## config.mk

```make
export PLATFORM = sky130hd
export DESIGN_NAME = led_beep_gen
export DESIGN_NICKNAME = d
export VERILOG_FILES = /design/src/rtl/lbg_pkg.sv /design/src/rtl/lbg_rst_sync.sv /design/src/rtl/lbg_timebase.sv /design/src/rtl/lbg_led_chan.sv /design/src/rtl/lbg_beep_chan.sv /design/src/rtl/led_beep_gen.sv
export SDC_FILE = /design/constraint.sdc
export NUM_CORES = 1
export LEC_CHECK = 0
export BUFFER_PORTS_ARGS = -buffer_cell sky130_fd_sc_hd__buf_2
export CORE_ASPECT_RATIO = 0.6
export CORE_MARGIN = 3
export CORE_UTILIZATION = 45
export CTS_CLUSTER_SIZE = 24
export DETAILED_ROUTE_END_ITERATION = 7
export HOLD_SLACK_MARGIN = 0.05
export PLACE_DENSITY = 0.67
export SLEW_MARGIN = 15
export SYNTH_ARGS = -nofsm -noshare
export SYNTH_HDL_FRONTEND = slang
export SYNTH_SLANG_ARGS = --single-unit
```

## constraint.sdc

```tcl
create_clock -name clk -period 1.65 [get_ports clk]
set_input_delay 0.33 -clock clk [delete_from_list [all_inputs] [get_ports clk]]
set_output_delay 0.33 -clock clk [all_outputs]
set_load 0.05 [all_outputs]
```

## src/rtl/lbg_pkg.sv

```systemverilog
package lbg_pkg;

  // Phase bits shared by all channels, all produced by one timebase
  typedef struct packed {
    logic c4k;    // 4 kHz carrier
    logic c2k;    // 2 kHz carrier
    logic c1k;    // 1 kHz carrier
    logic c500;   // 500 Hz carrier
    logic g250;   // 250 Hz gate
    logic g10;    // 10 Hz gate
    logic alt1;   // 1 Hz alternation select
    logic led2;   // 2 Hz blink
    logic led1;   // 1 Hz blink
    logic led05;  // 0.5 Hz blink
  } lbg_phase_t;

  typedef enum logic [1:0] {
    SH_INT  = 2'b00,
    SH_LED  = 2'b01,
    SH_BEEP = 2'b10,
    SH_RSVD = 2'b11
  } lbg_shsel_e;

endpackage

```

## src/rtl/lbg_rst_sync.sv

```systemverilog
module lbg_rst_sync (
  input  logic clk,
  input  logic rst_n,
  output logic arst_n
);
  logic [1:0] sync_q;

  always_ff @(posedge clk or negedge rst_n) begin
    if (!rst_n) sync_q <= 2'b00;
    else        sync_q <= {sync_q[0], 1'b1};
  end

  assign arst_n = sync_q[1];
endmodule

```

## src/rtl/lbg_timebase.sv

```systemverilog
module lbg_timebase
  import lbg_pkg::*;
#(
  parameter int SUB_LOG2 = 3,
  parameter int MS_PER_S = 1000
) (
  input  logic       clk,
  input  logic       arst_n,
  input  logic       tick,
  output lbg_phase_t phase
);
  localparam int MS_W = $clog2(MS_PER_S);
  localparam int DEC  = MS_PER_S / 10;
  localparam int DEC_W = $clog2(DEC);
  localparam logic [SUB_LOG2-1:0] SUB_LAST = {SUB_LOG2{1'b1}};
  localparam logic [MS_W-1:0]     MS_LAST  = MS_W'(MS_PER_S - 1);
  localparam logic [MS_W-1:0]     MS_Q1    = MS_W'(MS_PER_S / 4);
  localparam logic [MS_W-1:0]     MS_Q2    = MS_W'(MS_PER_S / 2);
  localparam logic [MS_W-1:0]     MS_Q3    = MS_W'(3 * MS_PER_S / 4);
  localparam logic [DEC_W-1:0]    DEC_LAST = DEC_W'(DEC - 1);
  localparam logic [DEC_W-1:0]    DEC_HALF = DEC_W'(DEC / 2);

  logic [SUB_LOG2-1:0] sub_q, sub_d;
  logic [MS_W-1:0]     ms_q, ms_d;
  logic [DEC_W-1:0]    dec_q, dec_d;
  logic                sec_q, sec_d;
  logic                ms_step;

  always_comb begin
    sub_d   = sub_q;
    ms_d    = ms_q;
    dec_d   = dec_q;
    sec_d   = sec_q;
    ms_step = tick && (sub_q == SUB_LAST);
    if (tick) sub_d = sub_q + 1'b1;
    if (ms_step) begin
      ms_d  = (ms_q == MS_LAST) ? '0 : ms_q + 1'b1;
      dec_d = (dec_q == DEC_LAST) ? '0 : dec_q + 1'b1;
      if (ms_q == MS_LAST) sec_d = ~sec_q;
    end
  end

  always_ff @(posedge clk or negedge arst_n) begin
    if (!arst_n) begin
      sub_q <= '0;
      ms_q  <= '0;
      dec_q <= '0;
      sec_q <= 1'b0;
    end else begin
      sub_q <= sub_d;
      ms_q  <= ms_d;
      dec_q <= dec_d;
      sec_q <= sec_d;
    end
  end

  always_comb begin
    phase.c4k   = ~sub_q[SUB_LOG2-3];
    phase.c2k   = ~sub_q[SUB_LOG2-2];
    phase.c1k   = ~sub_q[SUB_LOG2-1];
    phase.c500  = ~ms_q[0];
    phase.g250  = ~ms_q[1];
    phase.g10   = (dec_q < DEC_HALF);
    phase.alt1  = (ms_q < MS_Q2);
    phase.led1  = (ms_q < MS_Q2);
    phase.led2  = (ms_q < MS_Q1) || ((ms_q >= MS_Q2) && (ms_q < MS_Q3));
    phase.led05 = ~sec_q;
  end
endmodule

```

## src/rtl/lbg_led_chan.sv

```systemverilog
module lbg_led_chan
  import lbg_pkg::*;
(
  input  lbg_phase_t phase,
  input  logic [1:0] code,
  output logic       wave
);
  always_comb begin
    unique case (code)
      2'b11:   wave = phase.led2;
      2'b10:   wave = phase.led1;
      2'b01:   wave = phase.led05;
      default: wave = 1'b1;
    endcase
  end
endmodule

```

## src/rtl/lbg_beep_chan.sv

```systemverilog
module lbg_beep_chan
  import lbg_pkg::*;
(
  input  lbg_phase_t phase,
  input  logic [1:0] code,
  output logic       wave
);
  always_comb begin
    unique case (code)
      2'b11:   wave = phase.g250 ? phase.c4k : 1'b1;
      2'b10:   wave = phase.g10  ? phase.c2k : 1'b1;
      2'b01:   wave = phase.alt1 ? phase.c1k : phase.c500;
      default: wave = 1'b1;
    endcase
  end
endmodule

```

## src/rtl/led_beep_gen.sv

```systemverilog
module led_beep_gen
  import lbg_pkg::*;
#(
  parameter int N_LED    = 4,
  parameter int SUB_LOG2 = 3,
  parameter int MS_PER_S = 1000
) (
  input  logic               clk,
  input  logic               rst_n,
  input  logic               tick,
  input  logic [2*N_LED-1:0] led_modes,
  input  logic [1:0]         beep_mode,
  input  logic [N_LED:0]     pin_is_input,
  input  logic [1:0]         shared_sel,
  input  logic [1:0]         shared_led_mode,
  input  logic [1:0]         shared_beep_mode,
  input  logic               int_n,
  output logic [N_LED-1:0]   led_pin,
  output logic [N_LED-1:0]   led_ovr,
  output logic               beep_pin,
  output logic               beep_ovr,
  output logic               shared_pin
);
  logic       arst_n;
  lbg_phase_t phase;

  logic [N_LED-1:0] led_wave, led_ovr_d;
  logic             beep_wave, beep_ovr_d;
  logic             sh_led_wave, sh_beep_wave, shared_d;

  lbg_rst_sync u_rst (.clk(clk), .rst_n(rst_n), .arst_n(arst_n));

  lbg_timebase #(.SUB_LOG2(SUB_LOG2), .MS_PER_S(MS_PER_S)) u_tb (
    .clk(clk), .arst_n(arst_n), .tick(tick), .phase(phase)
  );

  for (genvar i = 0; i < N_LED; i++) begin : g_led
    lbg_led_chan u_led (.phase(phase), .code(led_modes[2*i +: 2]), .wave(led_wave[i]));
    assign led_ovr_d[i] = (led_modes[2*i +: 2] != 2'b00) && !pin_is_input[i];
  end

  lbg_beep_chan u_beep (.phase(phase), .code(beep_mode), .wave(beep_wave));
  assign beep_ovr_d = (beep_mode != 2'b00) && !pin_is_input[N_LED];

  lbg_led_chan  u_sh_led  (.phase(phase), .code(shared_led_mode),  .wave(sh_led_wave));
  lbg_beep_chan u_sh_beep (.phase(phase), .code(shared_beep_mode), .wave(sh_beep_wave));

  always_comb begin
    unique case (lbg_shsel_e'(shared_sel))
      SH_LED:  shared_d = int_n | sh_led_wave;
      SH_BEEP: shared_d = int_n | sh_beep_wave;
      default: shared_d = int_n;
    endcase
  end

  always_ff @(posedge clk or negedge arst_n) begin
    if (!arst_n) begin
      led_pin    <= '1;
      led_ovr    <= '0;
      beep_pin   <= 1'b1;
      beep_ovr   <= 1'b0;
      shared_pin <= 1'b1;
    end else begin
      led_pin    <= led_wave;
      led_ovr    <= led_ovr_d;
      beep_pin   <= beep_wave;
      beep_ovr   <= beep_ovr_d;
      shared_pin <= shared_d;
    end
  end
endmodule

```

==> results.txt, run 1 <==
- Of the total synthesized cell area, the portion taken by AND, OR, NAND and NOR gates is 0.264.
* Initial Utilization: 0.484
- The routed design could run at a clock period as short as 1.61 ns.
- Of all cell types, the one taking the most synthesized area is dfrtp_1.
- At the pin with the least slew margin, the transition time is 0.509 ns.
- Unrepaired setup endpoints after global routing: true
- Dividing total power by cell area gives a power density of 1080 nW/µm².
- In this run, synthesis inferred 0 flip-flops with an integrated enable.
- Counting flops and latches in the post-synthesis netlist gives 34.
* Summed area of non-filler cells in the final layout: 2260 µm²
- The tree built by TritonCTS fans out to 34 sinks.
- Fraction of the cycle the final worst path needs: 0.974
* Average detailed-routed wire length per instance: 15.8 µm
- Post-synth design cell area: 1830 µm²
- R2R cell count: 5
- Vias after detailed routing: 1594
- Count of final hold-check violations: 0
- At the end of the flow, the number of nets in the layout was 263.
- Clock-pin slew was measured on the worst setup and hold paths at 0.07 ns.
* Type of the most critical hold path: in -> reg
- Post-Syn Nets: 214
- Finished Layout Cells: 281
- Wire length after detailed routing: 4450 µm
- Summed over all cells, the static leakage comes to 1.02 nW.
- In the global route stage, overall resource usage came out at 0.195.
* Detailed router's first-iteration violation count: 145
* R2R Setup Slk: 0.04 ns
- The flow ran to the end, and the final reports show no timing, DRC or antenna violations.
- In this run, placement finished with an instance count of 270.
- Setup TNS: 0 ns
* Detailed Routing Iterations Pass 1: 4
* Peak VDD IR: 0.413 mV
- H-tree depth: 2
- CP Max Fanout: 4
- Data arrives at the worst endpoint at 1.79 ns.
- Remaining antenna violation count after routing: 0
* Nature of the critical path endpoint: register
* Fill cells: 327
* Finish-stage setup viols: 0
* TritonCTS clock tree: done
- Entering global routing, the biggest net connects 33 pins.
- Timing would allow up to 622 MHz.
* Relative slew slack: 0.656
- In this run the mean area of a mapped cell was 9.96 µm².
* Hold Slack: 0.183 ns
- The repair_antennas step left the layout with diodes totalling 0.
- Placer congestion estimate: 0.787
* Clock latency on the worst-skew pair: 0.29 ns
* Vias in the first global route: 1583
- Main combinational cell family by area after synthesis: simple AND/OR/NAND/NOR gates
- Critical path required time: 1.83 ns
- Root buffer cell: clkbuf_8
- Post-synthesis compound-gate area fraction: 0.119
- The floorplan has 17 rows.
* Number of warnings reported in the yosys synthesis log: 0
* Proportion of register bits with asynchronous set or reset after synthesis: 1.00
- Critical R2R Capture: u_tb.dec_q[5]$_DFFE_PN0P_
- The max-slew violation count came to 0.
* Prevailing post-synth register cell: dfrtp_1
* Placed standard-cell area: 2110 µm²
- Max Cap Violations: 0
- Adder-cell share of the synthesized area: 0.0341
- Of the post-synthesis cell area, the dominant cell type holds 0.382.
* Vias per cell: 5.67
- Once detailed placement completed, the half-perimeter wirelength came to 3280 µm.
* Remaining global-route overflow: 0
- The startpoint identified for the worst hold timing path is pin_is_input[1].
- In the final layout, the share of cells above drive strength 1 is 0.338.
- Synth-to-Final Area Change: 23.5%
- TritonCTS created 5 clock buffers.
- In this run the deepest clock path goes through 2 buffers.
- Max Clock Skew: 0.00562 ns
- Register area share after synthesis: 0.468
* Post-synthesis cell type count: 45
- Die Area: 4900 µm²
* DRC violation count after routing: 0
- Along the worst hold path, the cell count comes to 2.
- The die is 55.4 µm tall.
- Worst reg2reg startpoint: u_tb.dec_q[1]$_DFFE_PN0P_
* Total core area: 3790 µm²
* Min-Delay Endpoint: led_ovr[1]$_DFF_PN0_
* Least setup slack across all paths after layout: 0.0425 ns
- After synthesis, the share of cell area in mux cells is 0.0205.
- # port buffers: 35
- By area the synthesized netlist is led by dfrtp_1, dfstp_2, xnor2_1.
- The worst setup path is of the reg -> reg kind.
- Xor and xnor area share after synthesis: 0.0621
- STA classifies the critical path startpoint as a register.
* Horiz. Die Dim: 88.4 µm
- Placement Setup Slack: 0.00824 ns
- Synthesis produced 184 cells.
* Total Power Consumption: 2.45 mW
- Top-level port count: 36
- The first global-routing pass estimated 7420 µm of wire.
- Fraction of the core area covered by cells at the end of the flow: 0.598
- The initial antenna violation count was 0.
==> repair_timing <==
| item | CTS | global route |
|---|---|---|
| resized for setup | 1 | 7 |
| endpoints found under the hold margin | 2 | 0 |
| hold buffers | 1 | 0 |
| pin swaps | 0 | 3 |
| setup endpoints to repair | 1 | 10 |
| setup buffers | 0 | 2 |
==> power by group <==
group / internal (mW) / leakage [nW] / switching, mW
sequential: 0.970 / 0.425 / 0.112
clock: 0.336 / 0.0482 / 0.297
combinational: 0.331 / 0.545 / 0.403
total: 1.64 / 1.02 / 0.812
==> worst max-delay path, cell delays in order, from the launching register on <==
cell and delay, ns:
dfrtp_1 0.41, ha_2 0.23, nor4b_2 0.28, and3_1 0.25
o21ai_0 0.10, a22o_1 0.24
==> how the worst max path moves through the flow <==
stage | startpoint | end | slack (ns)
2_1_floorplan | u_tb.sub_q[0]$_DFFE_PN0P_ | u_tb.ms_q[8]$_DFFE_PN0P_ | 0.1
3_3_place_gp | u_tb.sub_q[1]$_DFFE_PN0P_ | u_tb.ms_q[8]$_DFFE_PN0P_ | 0.07
3_5_place_dp | u_tb.sub_q[1]$_DFFE_PN0P_ | u_tb.ms_q[8]$_DFFE_PN0P_ | 0.008
4_1_cts | u_tb.sub_q[1]$_DFFE_PN0P_ | u_tb.ms_q[8]$_DFFE_PN0P_ | 0.03
5_1_grt | u_tb.dec_q[1]$_DFFE_PN0P_ | u_tb.dec_q[5]$_DFFE_PN0P_ | -0.04
6_report | u_tb.dec_q[1]$_DFFE_PN0P_ | u_tb.dec_q[5]$_DFFE_PN0P_ | 0.04
==> cells in the final DEF, fill, tap and decap left out, types with 5 or more instances in the layout <==
| cell | netlist | layout |
|---|---|---|
| buf_2 | 7 | 35 |
| dfstp_2 | 6 | 6 |
| nand3b_1 | 6 | 6 |
| xnor2_1 | 9 | 9 |
| buf_4 | 1 | 14 |
| a31oi_1 | 5 | 5 |
| dfrtp_1 | 28 | 27 |
| clkbuf_8 | 0 | 6 |
| o21ai_0 | 11 | 11 |
| nand2_1 | 18 | 18 |
| nor2_1 | 20 | 20 |
| nand3_1 | 5 | 5 |
==> sequential cells by signal (all words and copies together) (netlist names) <==
register      count
beep_ovr          1
beep_pin          1
shared_pin        1
u_tb.sub_q        3
u_tb.sec_q        1
u_tb.ms_q        10
led_pin           4
u_rst.sync_q      2
u_tb.dec_q        7
led_ovr           4
==> routing by layer <==
layer,track usage,vias up,part of all wire
li1,-,758,-
met1,0.285,753,0.46
met2,0.265,75,0.42
met3,0.0641,8,0.098
met4,0.0733,0,0.015
met5,0,-,0
==> synthesized netlist by cell type (2+ instances only) <==
library cell	count
nand2_1	18
and3_1	4
o21ai_0	11
a211oi_1	2
dfrtp_1	28
buf_2	7
nand4b_1	3
nand4_1	3
xor2_1	4
nand3b_1	6
a21oi_1	4
nor2b_1	3
and4_1	2
a31oi_1	5
nor2_1	20
nor3_1	4
nand2b_1	4
nor4b_1	2
mux2_2	2
inv_1	3
nand3_1	5
o311ai_0	2
ha_1	5
dfstp_2	6
nor4_1	3
xnor2_1	9
==> logic make-up (layout without fill, tap and decap cells) <==
logic type | after synthesis | in the layout
flip-flops | 34 | 34
other | 1 | 1
XOR/XNOR | 13 | 13
buffers and inverters | 11 | 61
multiplexers | 3 | 3
AO/OA/AOI/OAI | 32 | 32
adder cells (fa/ha/maj) | 5 | 5
AND/OR/NAND/NOR | 85 | 85
==> layout make-up <==
type                    instances  area (µm²)  share of cell area
inverters                       3        11.3             0.00498
clock buffers                   7        86.3              0.0381
repair buffers                 50         290               0.128
well taps                      47        58.8              0.0260
multi-input cells             139         952               0.421
clock inverters                 1        5.00             0.00221
flip-flops and latches         34         860               0.380
(Power assumes the default switching activity.)
==> run 2, diff against run 1 <==
- CTS_CLUSTER_DIAMETER: unset -> 50
- GPL_ROUTABILITY_DRIVEN: unset -> 0
- clock period: 1.65 -> 1.6 ns (I/O delays scaled with it)
==> run 2 against run 1 <==
Via count grew 1.3%. Maximum frequency grew 2.4%. Critical endpoint is now u_tb.dec_q[6]$_DFFE_PN0P_. Wire length grew 2.1%. First-iteration DRC count shrank 28%. Combinational power grew 5.4%. Register-to-register slack is essentially flat.
==> results.txt, run 2 (synthesis results as in run 1) <==
- In the final design database the tool counted 262 nets.
- The largest registers in the layout are u_tb.ms_q x10, u_tb.dec_q x7.
- For this run the aggregate overflow at the end of global routing stands at 0.
* TritonCTS clock tree: done
- The flow ran to the end, and the final reports show no timing, DRC or antenna violations.
- Crit-path cells: ha_2 -> ha_4 -> buf_4 -> nand3_1 -> nor3_2 -> xnor2_1 -> a21oi_1
* Dpl hpwl: 3270 µm
- Setup TNS: 0 ns
- Setup slack on the critical path of the routed design comes to 0.0305 ns.
- Most frequent standard cell in the layout excluding fill and tap cells: buf_2
- Average detailed-routed wire length per instance: 16.2 µm
- The tightest min-delay check is of the in -> reg type.
* Total power density per cell area: 1140 nW/µm²
- In the global route stage, met3 resource usage came out at 0.0537.
- Fraction of the cycle the final worst path needs: 0.981
- For this run, the total global-route usage over all layers was measured as 0.186.
- Pins over their slew limit: 0
* Clock latency on the worst-skew pair: 0.29 ns
* Worst stage delay on the critical path: 0.36 ns
- The die covers 4900 µm².
- Initial Utilization: 0.484
- The floorplan has 17 rows.
* Max Clock Skew: 0.00619 ns
- CTS built an H-tree with a depth of 2.
* Fill cells: 323
- Relative to the synthesized area, the layout overhead comes to 27.4%.
- Prior to clock tree synthesis, the placed netlist has a worst setup slack of -0.0645 ns.
- Horiz. Die Dim: 88.4 µm
* # port buffers: 35
* Remaining antenna violation count after routing: 0
- Max reg flops: 10
- Detailed router's first-iteration violation count: 104
- Global routing usage on met2: 0.258
* Nature of the critical path endpoint: register
* Vias in the first global route: 1554
* Top reg by flops: u_tb.ms_q
* Placed Cells incl. Taps: 269
- The floorplan step set the die height to 55.4 µm.
- Pin placement for this block handled 36 I/O pins.
- Setup violations remaining at the end of the flow were counted as 0.
* Total number of clock tree sinks: 34
- STA puts the critical path data required time at 1.77 ns.
- The worst setup path is launched from a register.
- Antenna violations before repair: 0
- Count of final hold-check violations: 0
- In the final layout, the multi-input gates occupy 1010 µm².
- Buffers inserted during clock tree synthesis total 5.
- Arrival @ worst endpoint: 1.74 ns
* Leakage power of the design: 1.02 nW
* Max frequency: 637 MHz
- Once layout is complete, the utilization of the core stands at 0.617.
- Clock-pin slew reported for the worst setup and hold paths after clock tree synthesis: 0.07 ns
- Along the worst path, the maximum fanout reaches 5.
- The finished layout holds 280 standard cells, fillers aside.
* Clock Tree Buf Depth: 2
* Total core area: 3790 µm²
* Highest-count cells in the layout ignoring fill and taps: buf_2, dfrtp_1, nand2_1
* Detailed Routing Iterations Pass 1: 5
- DRC violation count after routing: 0
- In the final layout, the share of cells above drive strength 1 is 0.386.
- The global routing stage identified its most utilized layer as met1.
- Across the VDD grid, the largest voltage drop is 0.555 mV.
* Diodes inserted: 0
- Max Cap Violations: 0
- Wire length after detailed routing: 4540 µm
- The smallest clock period supported by the final layout is computed as 1.57 ns.
- Largest net degree at the start of global routing: 33
- Worst path slowest cell: dfrtp_1
* Vias after detailed routing: 1614
* GRT met1 Usage: 0.271
- Root buffer cell: clkbuf_8
- Unrepaired setup endpoints after global routing: true
* Vias per cell: 5.76
- Total Power Consumption: 2.66 mW
- Combined flip-flop and latch cell area: 858 µm²
- Wire length of the first global-routing pass: 7070 µm
- The worst setup path is of the reg -> reg kind.
[run 2: cell count changes in the layout (fill, tap and decap cells not counted), sizes merged]
cell / change
buf: -1
clkinv: -1
clkbuf: +1
[run 2: final cells by class]
class | count | area share
clock buffer | 8 | 0.0472
inverter | 3 | 0.00482
multi-input combinational | 139 | 0.434
sequential | 34 | 0.368
tap | 47 | 0.0252
timing repair buffer | 49 | 0.121
[run 2: worst paths after layout]
path                                                 from                   endpoint  slack (ns)  cells past startpoint
worst max-delay path            u_tb.sub_q[0]$_DFFE_PN0P_  u_tb.dec_q[6]$_DFFE_PN0P_        0.03                      7
worst min-delay path                      pin_is_input[0]       led_ovr[0]$_DFF_PN0_        0.17                      2
worst max register to register  u_tb.sub_q[0]$_DFFE_PN0P_  u_tb.dec_q[6]$_DFFE_PN0P_        0.03                      7
worst min register to register  u_rst.sync_q[1]$_DFF_PN0_         beep_ovr$_DFF_PN0_        0.25                      1
max in group asynchronous       u_rst.sync_q[1]$_DFF_PN0_       led_pin[1]$_DFF_PN1_        1.02                      1
min in group asynchronous       u_rst.sync_q[1]$_DFF_PN0_         beep_ovr$_DFF_PN0_        0.25                      1
[run 2: timing repair]
item	CTS	global route
resized for setup	4	16
buffers inserted	1	1
endpoints found under the hold margin	2	0
pin swaps	2	4
endpoints found under the setup margin	3	14
hold buffers	1	0
[run 2: worst max-delay path: cells and delay by family, from the launching register on]
family                     cells  cell delay [ns]
buffers and inverters          1             0.11
adders and majority gates      2             0.35
xor gates and xnor gates       1             0.15
DFF                            1             0.36
and+or+nand+nor                2             0.43
AOI/OAI and AO/OA              1             0.05
[run 2: metrics by stage]
step,area [µm²],hold WS (ns)
5_1_grt,2330,0.180
4_1_cts,2250,0.168
6_report,2330,0.169
3_3_place_gp,2110,0.104
3_5_place_dp,2110,0.107
2_1_floorplan,1830,0.0244
[run 2: layer usage]
| layer | vias up | wire [µm] |
|---|---|---|
| li1 | 758 | - |
| met1 | 765 | 2170 |
| met2 | 80 | 1930 |
| met3 | 11 | 361 |
| met4 | 0 | 85 |
| met5 | - | 0 |
[run 2: where the power goes]
part	switching, mW	total (mW)	internal (mW)
logic	0.417	0.774	0.357
clock network	0.320	0.755	0.435
registers	0.131	1.13	0.999
total	0.868	2.66	1.79
